<file path="src/rtl/split_wbuf.sv">
module split_wbuf #(
  parameter int ADDR_W  = 32,
  parameter int DATA_W  = 32,
  parameter int WORDS   = 16,
  parameter int ENTRIES = 4
) (
  input  logic              clk,
  input  logic              rst_n,
  input  logic              st_valid,
  output logic              st_ready,
  input  logic [ADDR_W-1:0] st_addr,
  input  logic [DATA_W-1:0] st_data,
  output logic              bus_valid,
  input  logic              bus_ready,
  output logic [ADDR_W-1:0] bus_addr,
  output logic [DATA_W-1:0] bus_data,
  input  logic [ADDR_W-1:0] ld_addr,
  output logic              ld_hit,
  input  logic              flush,
  output logic              empty
);
  localparam int WPW = $clog2(WORDS);
  localparam int EPW = $clog2(ENTRIES);
  localparam int CW  = $clog2(WORDS + 1);
  localparam int ECW = $clog2(ENTRIES + 1);

  logic [DATA_W-1:0] mem  [WORDS];
  logic [ADDR_W-1:0] ebase[ENTRIES];
  logic [CW-1:0]     elen [ENTRIES];
  logic [WPW-1:0]    wp, rp;
  logic [EPW-1:0]    eh, et, newest;
  logic [CW-1:0]     wcnt;
  logic [ECW-1:0]    ecnt;

  logic can_merge, st_fire, bus_fire, merge, new_entry, head_pop;

  assign newest    = et - 1'b1;
  assign can_merge = (ecnt != '0) && (st_addr == ebase[newest] + ADDR_W'(elen[newest]));
  assign st_ready  = !flush && (wcnt < CW'(WORDS)) && (can_merge || ecnt < ECW'(ENTRIES));
  assign st_fire   = st_valid && st_ready;
  assign merge     = st_fire && can_merge;
  assign new_entry = st_fire && !can_merge;
  assign bus_valid = (ecnt != '0);
  assign bus_fire  = bus_valid && bus_ready;
  assign bus_addr  = ebase[eh];
  assign bus_data  = mem[rp];
  assign empty     = (ecnt == '0);
  assign head_pop  = bus_fire && (elen[eh] == CW'(1)) && !(merge && eh == newest);

  always_comb begin
    ld_hit = 1'b0;
    for (int i = 0; i < ENTRIES; i++) begin
      logic [EPW-1:0] rel;
      rel = EPW'(i) - eh;
      if ((ECW'(rel) < ecnt) && ((ld_addr - ebase[i]) < ADDR_W'(elen[i])))
        ld_hit = 1'b1;
    end
  end

  always_ff @(posedge clk) begin
    if (!rst_n) begin
      wp <= '0; rp <= '0; eh <= '0; et <= '0;
      wcnt <= '0; ecnt <= '0;
      for (int i = 0; i < ENTRIES; i++) begin
        elen[i]  <= '0;
        ebase[i] <= '0;
      end
    end else begin
      if (st_fire) begin
        mem[wp] <= st_data;
        wp <= wp + 1'b1;
      end
      if (bus_fire) rp <= rp + 1'b1;
      wcnt <= wcnt + CW'(st_fire) - CW'(bus_fire);
      for (int i = 0; i < ENTRIES; i++) begin
        if (new_entry && EPW'(i) == et) begin
          ebase[i] <= st_addr;
          elen[i]  <= CW'(1);
        end else begin
          elen[i]  <= elen[i] + CW'(merge && EPW'(i) == newest)
                              - CW'(bus_fire && EPW'(i) == eh);
          ebase[i] <= ebase[i] + ADDR_W'(bus_fire && EPW'(i) == eh);
        end
      end
      eh   <= eh + EPW'(head_pop);
      et   <= et + EPW'(new_entry);
      ecnt <= ecnt + ECW'(new_entry) - ECW'(head_pop);
    end
  end


  word_pool_bound_chk: assert property (@(posedge clk) disable iff (!rst_n)
    wcnt <= CW'(WORDS));

  entry_pool_bound_chk: assert property (@(posedge clk) disable iff (!rst_n)
    ecnt <= ECW'(ENTRIES));

  run_ascend_chk: assert property (@(posedge clk) disable iff (!rst_n)
    bus_fire && elen[eh] > CW'(1) |=> bus_valid && bus_addr == $past(bus_addr) + 1'b1);

  bus_hold_chk: assert property (@(posedge clk) disable iff (!rst_n)
    bus_valid && !bus_ready |=> bus_valid && $stable(bus_addr) && $stable(bus_data));

  flush_block_chk: assert property (@(posedge clk) disable iff (!rst_n)
    flush && empty |=> empty);

  word_balance_chk: assert property (@(posedge clk) disable iff (!rst_n)
    st_fire && bus_fire |=> wcnt == $past(wcnt));
endmodule

</file>
<file path="config.mk">
export PLATFORM = sky130hd
export DESIGN_NAME = split_wbuf
export DESIGN_NICKNAME = d
export VERILOG_FILES = /design/src/rtl/split_wbuf.sv
export SDC_FILE = /design/constraint.sdc
export NUM_CORES = 1
export LEC_CHECK = 0
export BUFFER_PORTS_ARGS = -buffer_cell sky130_fd_sc_hd__buf_2
export CAP_MARGIN = 20
export CELL_PAD_IN_SITES_DETAIL_PLACEMENT = 0
export CELL_PAD_IN_SITES_GLOBAL_PLACEMENT = 1
export CORE_UTILIZATION = 55
export DETAILED_ROUTE_END_ITERATION = 8
export HOLD_SLACK_MARGIN = 0.02
export PLACE_DENSITY = 0.93
export SETUP_SLACK_MARGIN = 0.1
export SYNTH_ARGS = -nofsm -noshare
export SYNTH_HDL_FRONTEND = slang
export SYNTH_SLANG_ARGS = --single-unit
</file>
<file path="constraint.sdc">
create_clock -name clk -period 17.2 [get_ports clk]
set_clock_uncertainty 0.1 [all_clocks]
set_input_delay 0.86 -clock clk [delete_from_list [all_inputs] [get_ports clk]]
set_output_delay 0.86 -clock clk [all_outputs]
set_load 0.05 [all_outputs]
</file>
# Yosys cells after proc, flatten, opt, wreduce, memory -nomap -nowiden
# Memory sizes are Yosys's and may differ from the RTL's. A register that Yosys moved wholly into a read port is not among the register bits.
# Index checks and enable logic that the tools add are counted.
dict set report totals {
  register_bits 20
  mem_bits_rw 660
  in_bits 101
  memories 3
}
# memory depth word_bits rd rd_ports_with_merged_regs wr line
set mem_list {}
lappend mem_list {mem 16 32 1 1 1 27} ;# logic [DATA_W-1:0] mem [WORDS];
lappend mem_list {ebase 4 32 6 1 4 28} ;# logic [ADDR_W-1:0] ebase[ENTRIES];
lappend mem_list {elen 4 5 6 1 4 29} ;# logic [CW-1:0] elen [ENTRIES];
dict set report op_classes {
  addsub 30
  order_cmp 10
  eq_ne 12
  mux 52
  bitwise_logic 16
  n_reduce_logical 35
}
# op count
set op_table {}
lappend op_table {{$mux 32} 8}
lappend op_table {{$add 32x1->32} 4}
lappend op_table {{$lt 32x5->1} 4}
lappend op_table {{$sub 32x32->32} 4}
lappend op_table {{$mux 5} 8}
lappend op_table {{$add 32x5->32} 1}
lappend op_table {{$eq 32x32->1} 1}
lappend op_table {{$mux 1} 32}
lappend op_table {{$logic_and 1x1->1} 26}
lappend op_table {{$add 5x1->5} 5}
lappend op_table {{$sub 5x1->5} 5}
lappend op_table {{$or 1x1->1} 16}
lappend op_table {{$eq 2x2->1 const A} 6}
lappend op_table {{$lt 2x3->1} 4}
lappend op_table {{$add 4x1->4 const B} 2}
lappend op_table {{$mux 4} 2}
lappend op_table {{$eq 1x2->1 const A} 3}
lappend op_table {{$logic_not 2->1} 3}
lappend op_table {{$eq 5x1->1 const B} 1}
lappend op_table {{$lt 5x5->1 const B} 1}
lappend op_table {{$add 2x1->2} 2}
lappend op_table {{$mux 2} 2}
lappend op_table {{$sub 1x2->2 const A} 2}
lappend op_table {{$sub 2x2->2 const A} 2}
lappend op_table {{other kinds (9)} 11}

# Depth between registers and ports, before layout
# Gate-level depths: netlist (run 1).
# An unclocked memory read counts as a cell.
dict set report logic_depth {
  depth_word 15
  ltp_mapped 29
  ltp_nobuf 22
}

# Worst setup path after synthesis (run 1)
# OpenSTA, ideal clock, no wires.
dict set report synth_timing {
  path_kind {reg2reg}
  startpoint {register et[0]}
  endpoint {memory mem[0][0], enable pin}
  arrival_time_ns 9.369
  required_ns 16.599
  setup_slack_ns 7.230
  path_stages_with_launch 23
  period_less_slack_ns 9.970
  path_cell_list {dfxtp_1 > buf_4 > buf_4 > buf_1 > inv_1 > ha_1 > buf_6 > buf_2 > buf_1 > mux4_2 > ha_1 > nand2_1 > or3b_2 > buf_1 > a21o_1 > or3b_2 > a31oi_1 > o211ai_1 > a2111o_1 > a2111oi_4 > o21ai_4 > buf_2 > nor4_1}
}
dict set report synth_via {
  elab_chain_cells 11
}
# item line
set synth_rtl {}
lappend synth_rtl {{start: declaration} 31} ;# logic [EPW-1:0] eh, et, newest;
lappend synth_rtl {{start signal: assignment} 86} ;# et <= et + EPW'(new_entry);
lappend synth_rtl {{$sub 2x1->2 *} 37} ;# assign newest = et - 1'b1;
lappend synth_rtl {{$mem_v2 4x32 or $mem_v2 4x5 (tied branches)} --}
lappend synth_rtl {{$add 32x5->32 *} 38} ;# assign can_merge = (ecnt != '0) && (st_addr == ebase[newest] + ADDR_W'(elen[newest]));
lappend synth_rtl {{$eq 32x32->1 *} 38}
lappend synth_rtl {{$logic_and 1x1->1 *} 38}
lappend synth_rtl {{$logic_or 1x1->1 *} 39} ;# assign st_ready = !flush && (wcnt < CW'(WORDS)) && (can_merge || ecnt < ECW'(ENTRIES));
lappend synth_rtl {{$logic_and 1x1->1 *} 39}
lappend synth_rtl {{$logic_and 1x1->1 *} 40} ;# assign st_fire = st_valid && st_ready;
lappend synth_rtl {{$mux 1 *} 69} ;# if (st_fire) begin
lappend synth_rtl {{$mux 1 *} 61} ;# if (!rst_n) begin
lappend synth_rtl {{$mux 1 (not written as such) *} 70} ;# mem[wp] <= st_data;
lappend synth_rtl {{end: declaration} 27}
# Mark *: on every way between the ends. The rest lies on a longest branch, timed or not.

# Final worst setup path (run 1)
dict set report layout_timing {
  startpoint {register et[0]}
  endpoint {memory mem[6][24], enable pin}
}
# The elaborated chain is that of the path after synthesis.

==> flow_metrics.tcl, run 1 <==
set metrics [dict create \
    outcome "complete, no violations" \
    worstMarginPinSlew_ns 1.18 \
    first_pass_iters 9 \
    syn_to_final_growth_pct 11.3 \
    end_kind "flop" \
    finalCritPeriodShare_pct 48.9 \
    slew-limit-headroom_pct 20.6 \
    cp_max_fo 43 \
    power_density_nw_per_um2 104 \
    grt_pass1_wl_mm 199 \
    synth_area_sq_um 41200 \
    critPathSlowestCell "nor3_2" \
    coreArea_sq_um 73500 \
    portBuffers 168 \
    yosysWarnings 0 \
    syn_area_per_cell_sq_um 12.4 \
    synth_edf_count 660 \
    worst-endpoint-arrival_ns 8.56 \
    layout-drive-gt1-share_pct 15.9 \
    cts_buffers 71 \
    path_buf_inv 4 \
    finalHoldWorstSlack_ns 0.446 \
    h-tree-depth 3 \
    irDropWorstVdd_mv 0.0930 \
    min_path_cells 2 \
    dr_total_vias 31500 \
    yosysUniqueCellTypes 89 \
    viasPerCell 6.84 \
    dieWidth_um 276 \
    final_cell_mix "edfxtp_1 (660), nand2_1 (277), mux4_2 (229)" \
    fin_crit_ns 8.41 \
    yosysTopAreaCellShare_pct 48.1 \
    grt_usage_pct 36.1 \
    ctsResizeCount 0 \
    wl_per_cell_um 29.8 \
    holdCritPathClass "flop to flop" \
    dieArea_sq_um 76000 \
    async_flop_share_pct 0 \
    post-dp-hpwl_mm 93.3 \
    drt_first_iter_violations 5029 \
    r2r_cells 17 \
    cp-start-kind "flop" \
    grt_max_degree 113 \
    initial_utilization_pct 56.0 \
    fillers 5482 \
    dp.cells 4479 \
    drt-total-wl_mm 137 \
    slowest_delay_ns 0.87 \
    fmax_ghz 0.119 \
    mostFrequentLayoutCell "edfxtp_1" \
    rsz0062_at_grt "false" \
    synth_cells 3316 \
    clk_pin_slew_ns 0.07 \
    tns_ns 0 \
    grt-ovfl-total 0 \
    fp.dieH_um 276 \
    instances_no_fill 4609 \
    setup_violations 0 \
    hold_viol 0 \
    cts-root-buf "clkbuf_16" \
    synth_area_leaders "edfxtp_1 (48%), mux4_2 (13%), ha_1 (6.0%), xnor2_1 (3.7%), mux2i_1 (2.8%)" \
    clock_sinks 684 \
    cts_tree "built" \
    synth-seq-area-share_pct 49.3 \
    path_cells "buf_4, inv_1, ha_2, buf_4, mux4_2, ha_1, a21oi_1, o21ai_0, nor3b_2, nand2_1, mux2i_1, o211ai_1, a2111o_1, a2111oi_4, o21ai_4, nor3_2, buf_4" \
    grt_pass1_vias 29700 \
    cts.path.max_buffers 3 \
    cp_common_cell "buf_4" \
    grt_antenna_before_repair 9 \
    ys_ff_latch 684 \
    fin_nets 3906 \
    yosys.area.top_type "edfxtp_1" \
    cp.required_ns 17.35 \
    insertion_delay_ns 0.65 \
    p_leak_nw 16.3 \
    row_count 99 \
    critPathKind "flop to flop" \
    ant_nets 0 \
    gp_congestion 1.02 \
    crit_family "compound AO/OA/AOI/OAI gates" \
    post-cts-setup-buffers 0 \
    synth_top_flop_cell "edfxtp_1" \
    maxSlewViolCount 0 \
    drc_errors 0 \
    cp_num_cells 17 \
    ios 169 \
    ctsHoldBuffers 0 \
    max_cap_viol_count 0 \
]
-- synthesized netlist by cell type (all sizes together), types with 41 or more instances --
cell,number
o21ai,111
ha,199
nor3,73
edfxtp,660
nand2,277
buf,41
xnor2,176
mux2i,115
clkbuf,97
inv,225
nor2,155
a21o,55
xor2,54
a21oi,142
nand4,46
nand3,119
and3,56
mux4,229
-- power by group --
part           leakage [nW]  internal, mW  switching (mW)
registers              6.32          1.88          0.0728
logic                  8.92         0.483           0.797
clock network          1.10         0.860           0.681
total                  16.3          3.22            1.55
-- per-stage QoR --
stage / total power [mW] / area [sq um] / util (%) / setup WS [ns]
global route: 4.91 / 45800 / 62.4 / 8.56
finish: 4.77 / 45800 / 62.4 / 8.79
CTS: 4.73 / 45800 / 62.3 / 8.98
floorplan: 2.84 / 41700 / - / 7.23
detailed placement: 3.19 / 43500 / 59.2 / 9.31
global placement: 3.18 / 43500 / 59.2 / 9.46
-- area by class of cell --
cell class / count / area [sq um] / area share [%]
multi-input cells: 2416 / 20100 / 43.9
clock inverters: 31 / 385 / 0.841
flip-flops and latches: 684 / 20300 / 44.3
diodes: 4 / 10.0 / 0.0218
inverters: 225 / 845 / 1.84
repair buffers: 197 / 1090 / 2.37
clock buffers: 93 / 1890 / 4.13
well taps: 959 / 1200 / 2.62
-- sequential cells by signal, indices dropped and copies added (netlist names), named ones only --
register  count
wcnt          5
et            2
rp            4
elen         20
ecnt          3
eh            2
mem         512
wp            4
ebase       128
-- worst reg2reg max path: stages (launching register included) --
cell and delay [ns]:
dfxtp_2 0.31, buf_4 0.58, inv_1 0.20, ha_2 0.36, buf_4 0.52, mux4_2 0.61
ha_1 0.40, a21oi_1 0.10, o21ai_0 0.46, nor3b_2 0.74, nand2_1 0.20, mux2i_1 0.25
o211ai_1 0.18, a2111o_1 0.48, a2111oi_4 0.68, o21ai_4 0.32, nor3_2 0.88, buf_4 0.60
-- worst paths after layout --
check	from	endpoint	slack [ns]
max	et[0]	mem[6][24]	8.79
min	rp[1]	flop	0.45
min reg2reg	rp[1]	flop	0.45
max reg2reg	et[0]	mem[6][24]	8.79
-- cells by family after synthesis --
group	Yosys count	synth area share [%]
fa+ha+maj	210	6.58
flops	684	49.3
other cells	1	0.00911
compound gates	556	9.12
buf+inv	363	3.42
mux	348	15.4
xor+xnor	231	4.95
simple gates	923	11.2
-- routing by layer --
metal  wire (um)  GRT usage, %  vias up
li1            -             -    13200
met1       51500          49.6    15300
met2       60800          54.3     2447
met3       17300          9.23      582
met4        7680          15.8        6
met5         100          1.00        -
No activity file was read; power rests on OpenSTA's default activity.
==> run 2: changes to the inputs <==
CORE_UTILIZATION = 52   (was 55)
PLACE_DENSITY = 0.89   (was 0.93)
clock period = 8.4 ns   (was 17.2 ns; I/O delays follow)
==> run 2 against run 1 <==
Net effect:
- worst hold slack lost 0.38 ns
- fmax grew 11%
- routed wire length shrank 4.0%
- global-route usage shrank 3.7 points
- critical path depth grew 5
- critical path type unchanged
- critical endpoint is now wcnt[4]
- largest cell class unchanged
==> flow_metrics.tcl, run 2 (synthesis results as in run 1) <==
set metrics [dict create \
    drt-total-wl_mm 132 \
    setup_violations 0 \
    ant_nets 0 \
    post-dp-hpwl_mm 92.0 \
    insertion_delay_ns 0.64 \
    irDropWorstVdd_mv 0.289 \
    grt_max_degree 111 \
    fmax_ghz 0.132 \
    syn_to_final_growth_pct 11.8 \
    worstMarginPinSlew_ns 1.16 \
    finalCritPeriodShare_pct 90.0 \
    fillers 6215 \
    drc_errors 0 \
    end_kind "flop" \
    dp.cells 4563 \
    largest_reg_flops 512 \
    ctsHoldBuffers 0 \
    ctsResizeCount 0 \
    top_register "mem" \
    grt_pass1_wl_mm 192 \
    fin_util_pct 59.1 \
    initial_utilization_pct 52.9 \
    fp.dieH_um 283 \
    maxSlewViolCount 0 \
    grt_antenna_before_repair 12 \
    gp_congestion 1.00 \
    power_density_nw_per_um2 210 \
    final_cell_mix "edfxtp_1 (660), nand2_1 (277), mux4_2 (229)" \
    hold_viol 0 \
    layout-drive-gt1-share_pct 16.1 \
    h-tree-depth 3 \
    viasPerCell 6.48 \
    ios 169 \
    dr_total_vias 30500 \
    cp.required_ns 8.79 \
    portBuffers 168 \
    cp_max_fo 30 \
    grt-ovfl-total 0 \
    cts-root-buf "clkbuf_16" \
    cts_buffers 71 \
    cts.path.max_buffers 3 \
    instances_no_fill 4699 \
    pre_cts_ws_ns 1.13 \
    fin_crit_ns 7.56 \
    coreArea_sq_um 77800 \
    wl_per_cell_um 28.1 \
    top_regs "mem x512, ebase x128, elen x20" \
    clock_sinks 684 \
    cp-start-kind "flop" \
    post-cts-setup-buffers 0 \
    worst-endpoint-arrival_ns 7.96 \
    total_power_mw 9.68 \
    outcome "complete, no violations" \
    holdCritPathClass "input port to flop" \
    drt_first_iter_violations 4108 \
    rsz0062_at_grt "false" \
    grt_pass1_vias 29300 \
    dieArea_sq_um 80300 \
    first_pass_iters 8 \
    cts_tree "built" \
    clk_pin_slew_ns 0.07 \
    dieWidth_um 283 \
    critPathKind "flop to flop" \
    fin_ws_ns 0.836 \
    max_cap_viol_count 0 \
    mostFrequentLayoutCell "edfxtp_1" \
    row_count 102 \
    p_leak_nw 16.4 \
    slew-limit-headroom_pct 20.4 \
    grt_usage_pct 32.4 \
    fin_nets 3908 \
]
-- run 2: cell types whose count changed in the layout (fill, tap and decap cells not counted), sizes merged --
cell / delta
buf: +2
diode: +2
clkbuf: -7
clkinv: +7
inv: +1
bufinv: -1
clkinvlp: +5
-- run 2: worst paths after layout --
path,from,to,slack [ns],cells after the start
max reg2reg,et[1],wcnt[4],0.84,22
min reg2reg,rp[1],flop,0.45,2
min,st_data[2],mem[9][2],0.07,1
max,et[1],wcnt[4],0.84,22
-- run 2: area by class of cell --
type	instances	area, sq um	area share, %
Sequential cell	684	20300	44.1
Multi-Input combinational cell	2416	20100	43.7
Clock buffer	86	1880	4.08
Tap cell	1040	1300	2.83
Timing Repair Buffer	199	1100	2.40
Inverter	225	845	1.84
Clock inverter	43	439	0.954
Antenna cell	6	15.0	0.0326
-- run 2: power by group --
part           leakage (nW)  switching, mW  internal (mW)  total [mW]
Combinational          8.93           1.56          0.984        2.54
Clock                  1.10           1.40           1.75        3.15
Sequential             6.32          0.146           3.85        4.00
Total                  16.4           3.10           6.58        9.68
-- run 2: worst max-delay path: stages, from the launching register on --
cell,delay (ns)
dfxtp_1,0.44
inv_1,0.12
ha_2,0.50
buf_4,0.50
mux4_2,0.43
ha_1,0.32
a21oi_1,0.08
or3b_2,0.58
a211oi_2,0.50
and3_4,0.29
xnor2_1,0.08
a211o_1,0.35
a2111o_1,0.43
a2111oi_4,0.74
o21ai_4,0.35
ha_1,0.39
inv_1,0.05
ha_1,0.21
fa_1,0.41
a21o_1,0.19
a21oi_1,0.16
xnor2_1,0.14
nor2_1,0.06
-- run 2: per-layer routing --
layer  share of wire [%]  track usage [%]
met5               0.015                0
met4                 4.8             14.1
met3                  11             7.94
met2                  45             49.7
met1                  39             44.0
-- run 2: per-stage QoR --
step	TNS, ns	cell area (sq um)	hold slack (ns)
6_report	0	46000	0.0694
5_1_grt	0	46000	0.0576
4_1_cts	0	46000	0.0543
3_5_place_dp	0	43700	0.436
3_3_place_gp	0	43700	0.418
2_1_floorplan	-189.84	41700	0.385
